$ cat src/rtl/tx45_pkg.sv
// Shared widths, code-group constants, frame states and the two
// nibble-to-group translations used by the transmit coder.
package tx45_pkg;

    localparam int NIB_W = 4;
    localparam int CG_W  = 5;

    typedef logic [NIB_W-1:0] nib_t;
    typedef logic [CG_W-1:0]  cg_t;

    localparam cg_t CG_IDLE = 5'b11111;
    localparam cg_t CG_J    = 5'b11000;
    localparam cg_t CG_K    = 5'b10001;
    localparam cg_t CG_T    = 5'b01101;
    localparam cg_t CG_R    = 5'b00111;
    localparam cg_t CG_H    = 5'b00100;

    typedef enum logic [1:0] {
        FR_IDLE = 2'd0,
        FR_K    = 2'd1,
        FR_DATA = 2'd2,
        FR_R    = 2'd3
    } frame_e;

    // Standard data translation for one nibble.
    function automatic cg_t data_cg(input nib_t n);
        cg_t c;
        case (n)
            4'h0: c = 5'b11110;
            4'h1: c = 5'b01001;
            4'h2: c = 5'b10100;
            4'h3: c = 5'b10101;
            4'h4: c = 5'b01010;
            4'h5: c = 5'b01011;
            4'h6: c = 5'b01110;
            4'h7: c = 5'b01111;
            4'h8: c = 5'b10010;
            4'h9: c = 5'b10011;
            4'hA: c = 5'b10110;
            4'hB: c = 5'b10111;
            4'hC: c = 5'b11010;
            4'hD: c = 5'b11011;
            4'hE: c = 5'b11100;
            default: c = 5'b11101;
        endcase
        return c;
    endfunction

    // Alternate translation used in error-code test mode.
    function automatic cg_t test_cg(input nib_t n);
        cg_t c;
        case (n)
            4'h0: c = 5'b00000;
            4'h1: c = 5'b00001;
            4'h2: c = 5'b00010;
            4'h3: c = 5'b00011;
            4'h4: c = CG_H;
            4'h5: c = 5'b00101;
            4'h6: c = 5'b00110;
            4'h7: c = CG_R;
            4'h8: c = 5'b10000;
            4'h9: c = 5'b11001;
            4'hA: c = 5'b01100;
            4'hB: c = 5'b01000;
            4'hC: c = CG_T;
            4'hD: c = CG_K;
            4'hE: c = CG_J;
            default: c = CG_IDLE;
        endcase
        return c;
    endfunction

endpackage

$ cat src/rtl/tx45_coder.sv
// Frame-aware nibble coder. It picks the code group for the current
// nibble slot from the frame state and the qualifiers, and advances the
// frame state on each load strobe.
// Assumes: load is high in exactly the cycle whose closing edge consumes
// the nibble; the inputs are stable in that cycle.
module tx45_coder
    import tx45_pkg::*;
(
    input  logic clk,
    input  logic rst_n,
    input  logic load,
    input  nib_t txd,
    input  logic tx_en,
    input  logic tx_er,
    input  logic err_test,
    output cg_t  code
);

    frame_e st, st_nxt;
    cg_t    cg_norm;

    // Framing decision: the next state and the group for normal coding.
    always_comb begin
        st_nxt  = st;
        cg_norm = CG_IDLE;
        unique case (st)
            FR_IDLE: begin
                if (tx_en) begin
                    cg_norm = CG_J;
                    st_nxt  = FR_K;
                end
            end
            FR_K: begin
                if (tx_en) begin
                    cg_norm = CG_K;
                    st_nxt  = FR_DATA;
                end else begin
                    cg_norm = CG_T;
                    st_nxt  = FR_R;
                end
            end
            FR_DATA: begin
                if (tx_en) begin
                    cg_norm = tx_er ? CG_H : data_cg(txd);
                end else begin
                    cg_norm = CG_T;
                    st_nxt  = FR_R;
                end
            end
            FR_R: begin
                cg_norm = CG_R;
                st_nxt  = FR_IDLE;
            end
            default: begin
                cg_norm = CG_IDLE;
                st_nxt  = FR_IDLE;
            end
        endcase
    end

    // Test-mode override: an error-flagged nibble uses the alternate table.
    always_comb begin
        code = (err_test && tx_er) ? test_cg(txd) : cg_norm;
    end

    // Frame state register, advanced once per nibble slot.
    always_ff @(posedge clk) begin
        if (!rst_n) begin
            st <= FR_IDLE;
        end else if (load) begin
            st <= st_nxt;
        end
    end

    // the R slot always returns the frame to idle.
    p_r_then_idle_r5: assert property (@(posedge clk) disable iff (!rst_n)
        (load && st == FR_R) |=> (st == FR_IDLE));

    // the K slot leads either into data or straight into the end delimiter.
    p_k_slot_exit_r4: assert property (@(posedge clk) disable iff (!rst_n)
        (load && st == FR_K) |=> (st == FR_DATA || st == FR_R));

    // the state can only leave idle through the K slot.
    p_idle_exit_r5: assert property (@(posedge clk) disable iff (!rst_n)
        (st == FR_IDLE) |=> (st == FR_IDLE || st == FR_K));

endmodule

$ cat src/rtl/tx45_serializer.sv
// Symbol-slot timer and parallel-to-serial shifter. A phase counter
// marks one load cycle in every CG_W cycles; at the edge that closes the
// load cycle the code group enters the shifter, which then presents it
// MSB first.
// Assumes: code_in is valid whenever load is high.
module tx45_serializer #(
    parameter int CG_W = 5
) (
    input  logic            clk,
    input  logic            rst_n,
    input  logic [CG_W-1:0] code_in,
    output logic            load,
    output logic            ser_bit
);

    localparam int PH_W = (CG_W > 1) ? $clog2(CG_W) : 1;
    localparam logic [PH_W-1:0] PH_LAST = PH_W'(CG_W - 1);

    logic [PH_W-1:0] ph;
    logic [CG_W-1:0] sh;

    assign load    = (ph == '0);
    assign ser_bit = sh[CG_W-1];

    // Phase counter: counts 0..CG_W-1 and wraps.
    always_ff @(posedge clk) begin
        if (!rst_n) begin
            ph <= '0;
        end else if (ph == PH_LAST) begin
            ph <= '0;
        end else begin
            ph <= ph + 1'b1;
        end
    end

    // Shift register: loads a group on the load edge, otherwise shifts left.
    always_ff @(posedge clk) begin
        if (!rst_n) begin
            sh <= '1;
        end else if (load) begin
            sh <= code_in;
        end else begin
            sh <= {sh[CG_W-2:0], 1'b1};
        end
    end

    // load strobes never occur in consecutive cycles.
    p_take_spacing_r2: assert property (@(posedge clk) disable iff (!rst_n)
        load |=> !load);

    // the phase counter stays inside one code-group length.
    p_phase_range_r2: assert property (@(posedge clk) disable iff (!rst_n)
        ph <= PH_LAST);

endmodule

$ cat src/rtl/tx45_cipher.sv
// One stream-cipher lane: a free-running Fibonacci LFSR whose key bit is
// XORed onto the passing serial bit when enabled. Used twice, for
// transmit scrambling and receive descrambling, so both lanes share one
// key sequence from reset.
// Assumes: SEED is nonzero; TAP_HI > TAP_LO >= 1; TAP_HI == LFSR_W.
module tx45_cipher #(
    parameter int               LFSR_W = 11,
    parameter int               TAP_HI = 11,
    parameter int               TAP_LO = 9,
    parameter logic [LFSR_W-1:0] SEED  = 11'h5A5
) (
    input  logic clk,
    input  logic rst_n,
    input  logic i_en,
    input  logic i_bit,
    output logic o_bit
);

    logic [LFSR_W-1:0] lfsr;
    logic              key;

    assign key   = lfsr[TAP_HI-1] ^ lfsr[TAP_LO-1];
    assign o_bit = i_en ? (i_bit ^ key) : i_bit;

    // Key generator: steps every symbol clock, regardless of bypass.
    always_ff @(posedge clk) begin
        if (!rst_n) begin
            lfsr <= SEED;
        end else begin
            lfsr <= {lfsr[LFSR_W-2:0], key};
        end
    end

    // a nonzero seed never collapses to the all-zero lock-up state.
    p_lfsr_nonzero_r9: assert property (@(posedge clk) disable iff (!rst_n)
        lfsr != '0);

endmodule

$ cat src/rtl/tx45_pcs_tx.sv
// Top of the 4B/5B transmit coder. It wires the frame coder to the
// serializer and runs two cipher lanes: lane 0 scrambles the transmit
// stream and lane 1 descrambles the receive stream. Both lanes are
// bypassed when scrambling is switched off or the port is not at 100 Mb/s.
// Assumes: one symbol clock drives both directions.
module tx45_pcs_tx #(
    parameter int                LFSR_W = 11,
    parameter int                TAP_HI = 11,
    parameter int                TAP_LO = 9,
    parameter logic [LFSR_W-1:0] SEED   = 11'h5A5
) (
    input  logic       clk,
    input  logic       rst_n,
    input  logic [3:0] i_txd,
    input  logic       i_tx_en,
    input  logic       i_tx_er,
    input  logic       i_err_test,
    input  logic       i_scr_off,
    input  logic       i_speed100,
    output logic       o_nib_take,
    output logic       o_tx_sym,
    input  logic       i_rx_sym,
    output logic       o_rx_sym
);
    import tx45_pkg::*;

    localparam int N_LANE = 2;

    cg_t               code;
    logic              load;
    logic              ser_bit;
    logic              scr_en;
    logic [N_LANE-1:0] lane_in;
    logic [N_LANE-1:0] lane_out;

    assign scr_en     = !i_scr_off && i_speed100;
    assign o_nib_take = load;
    assign lane_in    = {i_rx_sym, ser_bit};
    assign o_tx_sym   = lane_out[0];
    assign o_rx_sym   = lane_out[1];

    tx45_coder u_coder (
        .clk      (clk),
        .rst_n    (rst_n),
        .load     (load),
        .txd      (i_txd),
        .tx_en    (i_tx_en),
        .tx_er    (i_tx_er),
        .err_test (i_err_test),
        .code     (code)
    );

    tx45_serializer #(.CG_W(CG_W)) u_ser (
        .clk     (clk),
        .rst_n   (rst_n),
        .code_in (code),
        .load    (load),
        .ser_bit (ser_bit)
    );

    // One cipher lane per direction, sharing the enable and seed.
    for (genvar g = 0; g < N_LANE; g++) begin : g_lane
        tx45_cipher #(
            .LFSR_W (LFSR_W),
            .TAP_HI (TAP_HI),
            .TAP_LO (TAP_LO),
            .SEED   (SEED)
        ) u_cipher (
            .clk   (clk),
            .rst_n (rst_n),
            .i_en  (scr_en),
            .i_bit (lane_in[g]),
            .o_bit (lane_out[g])
        );
    end

    // with the cipher bypassed, both directions are transparent.
    p_bypass_both_r10: assert property (@(posedge clk) disable iff (!rst_n)
        !scr_en |-> (o_tx_sym == ser_bit && o_rx_sym == i_rx_sym));

    // both lanes apply the same key in every cycle.
    p_lane_key_match_r11: assert property (@(posedge clk) disable iff (!rst_n)
        (o_tx_sym ^ ser_bit) == (o_rx_sym ^ i_rx_sym));

endmodule

$ cat config.mk
export PLATFORM = sky130hd
export DESIGN_NAME = tx45_pcs_tx
export DESIGN_NICKNAME = d
export VERILOG_FILES = /design/src/rtl/tx45_pkg.sv /design/src/rtl/tx45_coder.sv /design/src/rtl/tx45_serializer.sv /design/src/rtl/tx45_cipher.sv /design/src/rtl/tx45_pcs_tx.sv
export SDC_FILE = /design/constraint.sdc
export NUM_CORES = 1
export LEC_CHECK = 0
export BUFFER_PORTS_ARGS = -buffer_cell sky130_fd_sc_hd__buf_2
export CORE_MARGIN = 1
export CORE_UTILIZATION = 47
export CTS_CLUSTER_SIZE = 25
export DETAILED_ROUTE_END_ITERATION = 10
export HOLD_SLACK_MARGIN = 0.12
export PLACE_DENSITY = 0.69
export SYNTH_ARGS = -nofsm -noshare
export SYNTH_HDL_FRONTEND = slang
export SYNTH_HIERARCHICAL = 1
export SYNTH_SLANG_ARGS = --single-unit
$ cat constraint.sdc
create_clock -name clk -period 4.68 [get_ports clk]
set_input_delay 0.468 -clock clk [delete_from_list [all_inputs] [get_ports clk]]
set_output_delay 0.468 -clock clk [all_outputs]
set_load 0.01 [all_outputs]
==> results of run 1 <==
==> per-layer routing <==
layer / wire, um / global-route usage (%)
met1: 1250 / 23.4
met2: 1280 / 28.9
met3: 90 / 5.27
met4: 34 / 9.52
met5: 0 / 0
==> power by group through the flow <==
stage          Combinational [uW]  Sequential (uW)  Clock [uW]
3_5_place_dp                  142              315           0
3_3_place_gp                  138              315           0
5_1_grt                       159              312         225
2_1_floorplan                 110              312           0
4_1_cts                       142              310         213
6_report                      141              309         205
==> final timing paths <==
path / startpoint / to / slack (ps) / cells after the start
worst max register to register: u_ser/ph[0] / u_coder/st[0] / 2870 / 7
worst max-delay path: u_ser/ph[0] / o_nib_take / 2580 / 4
worst min-delay path: g_lane[0].u_cipher/lfsr[7] / g_lane[0].u_cipher/lfsr[8] / 410 / 1
worst min register to register: g_lane[0].u_cipher/lfsr[7] / g_lane[0].u_cipher/lfsr[8] / 410 / 1
==> cell families (layout without fill, tap and decap cells) <==
group / count (synthesis) / count (layout) / share of synthesized area [%]
AND/OR/NAND/NOR: 50 / 50 / 20.1
AO/OA/AOI/OAI: 35 / 35 / 18.2
flip-flops: 32 / 32 / 42.4
buffers and inverters: 20 / 37 / 5.80
adder cells (fa/ha/maj): 11 / 11 / 9.11
XOR/XNOR: 4 / 4 / 2.32
multiplexers: 3 / 3 / 2.07
==> layout make-up <==
class                           instances  area, um^2  share of cell area [%]
Clock inverter                          3        42.5                    2.53
Multi-Input combinational cell        103         782                    46.4
Sequential cell                        32         641                    38.0
Timing Repair Buffer                   14        70.1                    4.16
Tap cell                               44        55.1                    3.27
Inverter                               15        56.3                    3.34
Clock buffer                            5        37.5                    2.23
==> flip-flops by register name (all words and copies together), names as in the netlist <==
signal,count
u_ser/ph,3
u_ser/sh,5
g_lane.u_cipher/lfsr,22
u_coder/st,2
==> synth_stat cells, types with 3 or more instances <==
master / instances
o211ai_2: 4
nor2_1: 3
nor2b_1: 3
o21ai_0: 6
o22ai_1: 3
o21a_1: 3
and2_1: 8
nand3_1: 4
dfxtp_1: 32
nand3b_1: 5
nand2_1: 7
inv_1: 13
ha_1: 11
nand2b_1: 10
a21oi_1: 6
==> worst max-delay path, cell delays in order, from the launching register on <==
cell and delay (ps):
dfxtp_1 330, inv_1 70, ha_1 280, nor2b_2 420
buf_2 210
==> stage by stage <==
stage,total power [uW],std cells
finish,655,216
global route,695,216
CTS,664,216
detailed placement,457,208
global placement,452,208
floorplan,423,155
==> layout by cell type (no fill, tap or decap), types with 2 or more instances in the layout <==
| cell | synthesis | layout |
|---|---|---|
| clkbuf_4 | 0 | 5 |
| o21a_1 | 3 | 3 |
| or2_2 | 2 | 2 |
| o211ai_2 | 4 | 4 |
| a21oi_1 | 6 | 6 |
| nor2b_1 | 3 | 3 |
| xor2_1 | 2 | 2 |
| and2_2 | 2 | 2 |
| inv_1 | 13 | 13 |
| nand3b_1 | 5 | 5 |
| o2bb2ai_1 | 2 | 2 |
| dfxtp_1 | 32 | 32 |
| o21ai_0 | 6 | 6 |
| nand2_1 | 7 | 7 |
| inv_2 | 2 | 2 |
| ha_1 | 11 | 11 |
| buf_2 | 2 | 14 |
| nor2_1 | 3 | 3 |
| xnor2_1 | 2 | 2 |
| nand3_1 | 4 | 4 |
| o22ai_1 | 3 | 3 |
| and3_1 | 2 | 2 |
| and2_1 | 8 | 8 |
| nand2b_1 | 10 | 10 |
| mux2i_1 | 2 | 2 |
==> reports/qor.yml, run 1 <==
run_status:
  status: "finished clean"
yosys:
  synth_top_area_cell: "dfxtp_1"
  synth_area_um2: 1510
  async_flop_share_pct: 0
  synth-edff-count: 0
  synth.distinct_cells: 42
  synthesis.nets: 178
  yosysSeqAreaShare_pct: 42.4
  synth.area.top_cells: "dfxtp_1, ha_1, nand2b_1"
  yosys_warnings: 6
  postSynthCellCount: 155
  synth_ff_type: "dfxtp_1"
  synth_top_area_share_pct: 42.4
  postSynthAreaPerCell_um2: 9.74
  synth-seq-cells: 32
route:
  drt_iter0_drc: 46
  dr.pass1.iters: 4
  drt.antenna.violating_nets: 0
  via_count: 1079
  wire_per_inst_um: 12.3
  avgViaCountPerCell: 5.00
  routed_wirelength_um: 2650
  drc: 0
sta:
  hold_viol: 0
  slew_violations: 0
  finClkSkew_ps: 5.86
  hold_ws_ps: 407
  clock.fmax_mhz: 477
  setup_violations: 0
  finalSetupTns_ps: 0
  rsz0062_at_grt: "false"
  min_period_ps: 2100
  relSlewSlack_pct: 66.2
  tightestPinTransition_ps: 507
  setup_ws_ps: 2580
  min_period_over_period_pct: 44.8
run:
  max_cap_violations: 0
power_and_ir_drop:
  vdd_drop_max_mv: 0.241
  combPwrFrac_pct: 21.5
  pwr_density_cell_nw_per_um2: 389
  power.internal_uw: 473
  leakage_uw: 0.000741
  p_clk_share_pct: 31.3
  seqPwrFrac_pct: 47.1
  swShare_pct: 27.9
  netSwitchingPower_uw: 183
clock_tree:
  cts_tree: "built"
  clock_path_buffers: 2
  clk_pin_slew_worst_paths_ps: 100
  insertion_delay_ps: 330
  postCtsHoldBufs: 0
  cts.sinks: 32
  cts_buffers: 5
  cts-root-buf: "clkbuf_4"
  postCtsResizedCells: 0
  cts-htree-levels: 2
  cts_setup_buffers: 0
layout:
  final_area_um2: 1680
  n_antenna_cell: 0
  num-nets-final: 194
  fin_util_pct: 55.2
  fillers: 301
  drive_gt1_share_pct: 22.7
  syn_to_final_growth_pct: 11.5
floorplanning:
  die_area_um2: 3440
  core-area_um2: 3050
  rows: 20
  die_y_um: 58.7
  io_pins: 15
  start_util_pct: 49.5
  die_w_um: 58.7
grt:
  grt_use_total_pct: 18.5
  grt_max_degree: 33
  grt_pass1_vias: 1048
  grt-ovfl-total: 0
  grt_pass1_wl_um: 4690
  antenna_found_initial: 0
placed_design:
  dpl_cell_area_um2: 1600
  gp_congestion: 0.823
  dp_slack_ps: 2700
  port_buffers: 14
  dp_hpwl_um: 1920
setup_path:
  crit_type: "flip-flop to primary output"
  cp_data_arrival_time_ps: 1630
  worstPathRequired_ps: 4210
  critPathMaxFanout: 7
  cp-end-kind: "primary output"
  start_kind: "flip-flop"
worst_hold_path:
  hold_class: "flip-flop to flip-flop"
Note: power is estimated with default switching activity, not from simulation.
==> run 2, diff against run 1 <==
==> constraint.sdc (replaced) <==
create_clock -name clk -period 1.98 [get_ports clk]
set_input_delay 0.198 -clock clk [delete_from_list [all_inputs] [get_ports clk]]
set_output_delay 0.198 -clock clk [all_outputs]
set_load 0.01 [all_outputs]
==> run 2 against run 1 <==
Critical path type unchanged; first-iteration DRC count decreased by 37%; via count increased by 1.5%; sequential share of layout area increased by 0.057 points; sequential power increased by 140%; largest power group unchanged; worst hold slack got worse by 200 ps; cell count increased by 0.93%; largest cell class unchanged; critical path depth increased by 1.
==> reports/qor.yml, run 2 (synthesis gave the netlist of run 1 again) <==
run:
  max_cap_violations: 0
floorplanning:
  die_area_um2: 3440
  core-area_um2: 3050
  start_util_pct: 49.5
  rows: 20
  die_y_um: 58.7
  io_pins: 15
  die_w_um: 58.7
layout:
  layout_commonest_cell: "dfxtp_1"
  final_cell_mix: "dfxtp_1, buf_2, inv_1"
  max_flop_register: "g_lane.u_cipher/lfsr"
  syn_to_final_growth_pct: 11.4
  drive_gt1_share_pct: 23.0
  largestRegisters: "g_lane.u_cipher/lfsr x22, u_ser/sh x5, u_ser/ph x3"
  fin_cells: 218
  fin_util_pct: 55.1
  n_antenna_cell: 0
  num-nets-final: 196
  largest_reg_flops: 22
placed_design:
  gp_congestion: 0.818
  dp_hpwl_um: 2010
  dp.cells: 210
  port_buffers: 14
clock_tree:
  clk_pin_slew_worst_paths_ps: 90
  cts-htree-levels: 2
  clock_path_buffers: 2
  cts-root-buf: "clkbuf_4"
  postCtsResizedCells: 0
  cts.sinks: 32
  postCtsHoldBufs: 0
  cts_setup_buffers: 0
  cts_tree: "built"
  insertion_delay_ps: 320
  cts_buffers: 5
grt:
  grt_max_degree: 19
  grt_use_total_pct: 18.5
  grt_pass1_vias: 1053
  grt_pass1_wl_um: 4660
  grt-ovfl-total: 0
  antenna_found_initial: 0
route:
  drt_iter0_drc: 29
  wire_per_inst_um: 12.3
  routed_wirelength_um: 2680
  drt.antenna.violating_nets: 0
  drc: 0
  avgViaCountPerCell: 5.02
  dr.pass1.iters: 4
  via_count: 1095
sta:
  tightestPinTransition_ps: 330
  hold_viol: 0
  min_period_ps: 1700
  relSlewSlack_pct: 78.0
  finalSetupTns_ps: 0
  setup_violations: 0
  slew_violations: 0
  clock.fmax_mhz: 588
  min_period_over_period_pct: 85.9
  rsz0062_at_grt: "false"
  finClkSkew_ps: 7.38
setup_path:
  rr_worst_depth: 8
  cp_data_arrival_time_ps: 1500
  start_kind: "flip-flop"
  critPathMaxFanout: 7
  worstPathRequired_ps: 1780
  worstReg2RegStart: "u_coder/st[0]"
  startpoint: "u_ser/ph[0]"
  cp-end-kind: "primary output"
  crit_type: "flip-flop to primary output"
power_and_ir_drop:
  swShare_pct: 28.6
  pwr_density_cell_nw_per_um2: 860
  combPwrFrac_pct: 23.4
  seqPwrFrac_pct: 50.6
  netSwitchingPower_uw: 414
  leakage_uw: 0.000741
  p_clk_share_pct: 26.0
  power.internal_uw: 1030
  vdd_drop_max_mv: 0.623
worst_hold_path:
  min-delay-start: "rst_n"
  hold_class: "input pin to flip-flop"
  holdPathStages: 2
run_status:
  status: "finished clean"
## run 2: cell types whose count changed in the layout (fill, tap and decap cells not counted)
| cell | change |
|---|---|
| buf_4 | +2 |
| bufinv_16 | -1 |
| clkbuf_1 | +1 |
| clkbuf_8 | +1 |
| clkinv_2 | -1 |
## run 2: worst paths after layout
path	slack [ps]	to
worst max register to register	320	u_ser/sh[1]
worst max-delay path	280	o_nib_take
worst min register to register	410	g_lane[0].u_cipher/lfsr[7]
worst min-delay path	210	u_ser/sh[2]
## run 2: critical path: stages, from the launching register on
cell	delay [ps]
dfxtp_1	330
inv_1	70
ha_1	290
nor2b_2	200
buf_4	170
buf_2	140
## run 2: per-layer routing
metal / wire length, um / track usage (%) / part of all wire [%] / vias to the layer above
li1: - / - / - / 561
met2: 1310 / 29.6 / 49 / 16
met3: 82 / 6.59 / 3.1 / 2
met1: 1280 / 23.2 / 48 / 516
met4: 10 / 6.12 / 0.37 / 0
met5: 0 / 0 / 0 / -
## run 2: per-stage QoR
step	setup WS (ps)	power, uW	hold WS [ps]	instance area (um^2)
6_report	278	1450	210	1680
5_1_grt	73.6	1540	201	1680
4_1_cts	263	1470	186	1680
3_5_place_dp	296	1090	400	1620
3_3_place_gp	313	1080	391	1620
2_1_floorplan	473	999	263	1510
## run 2: layout make-up
type / instances / area (um^2)
Clock buffer: 7 / 55.1
Fill cell: 299 / 1370
Multi-Input combinational cell: 103 / 782
Clock inverter: 1 / 7.51
Timing Repair Buffer: 16 / 85.1
Sequential cell: 32 / 641
Tap cell: 44 / 55.1
Inverter: 15 / 56.3
## run 2: power groups by stage
stage,registers (uW),clock network [uW],logic [uW]
final,732,377,338
after global routing,740,421,381
after CTS,733,400,341
after detailed placement,748,0,338
after global placement,743,0,333
after floorplan,738,0,261
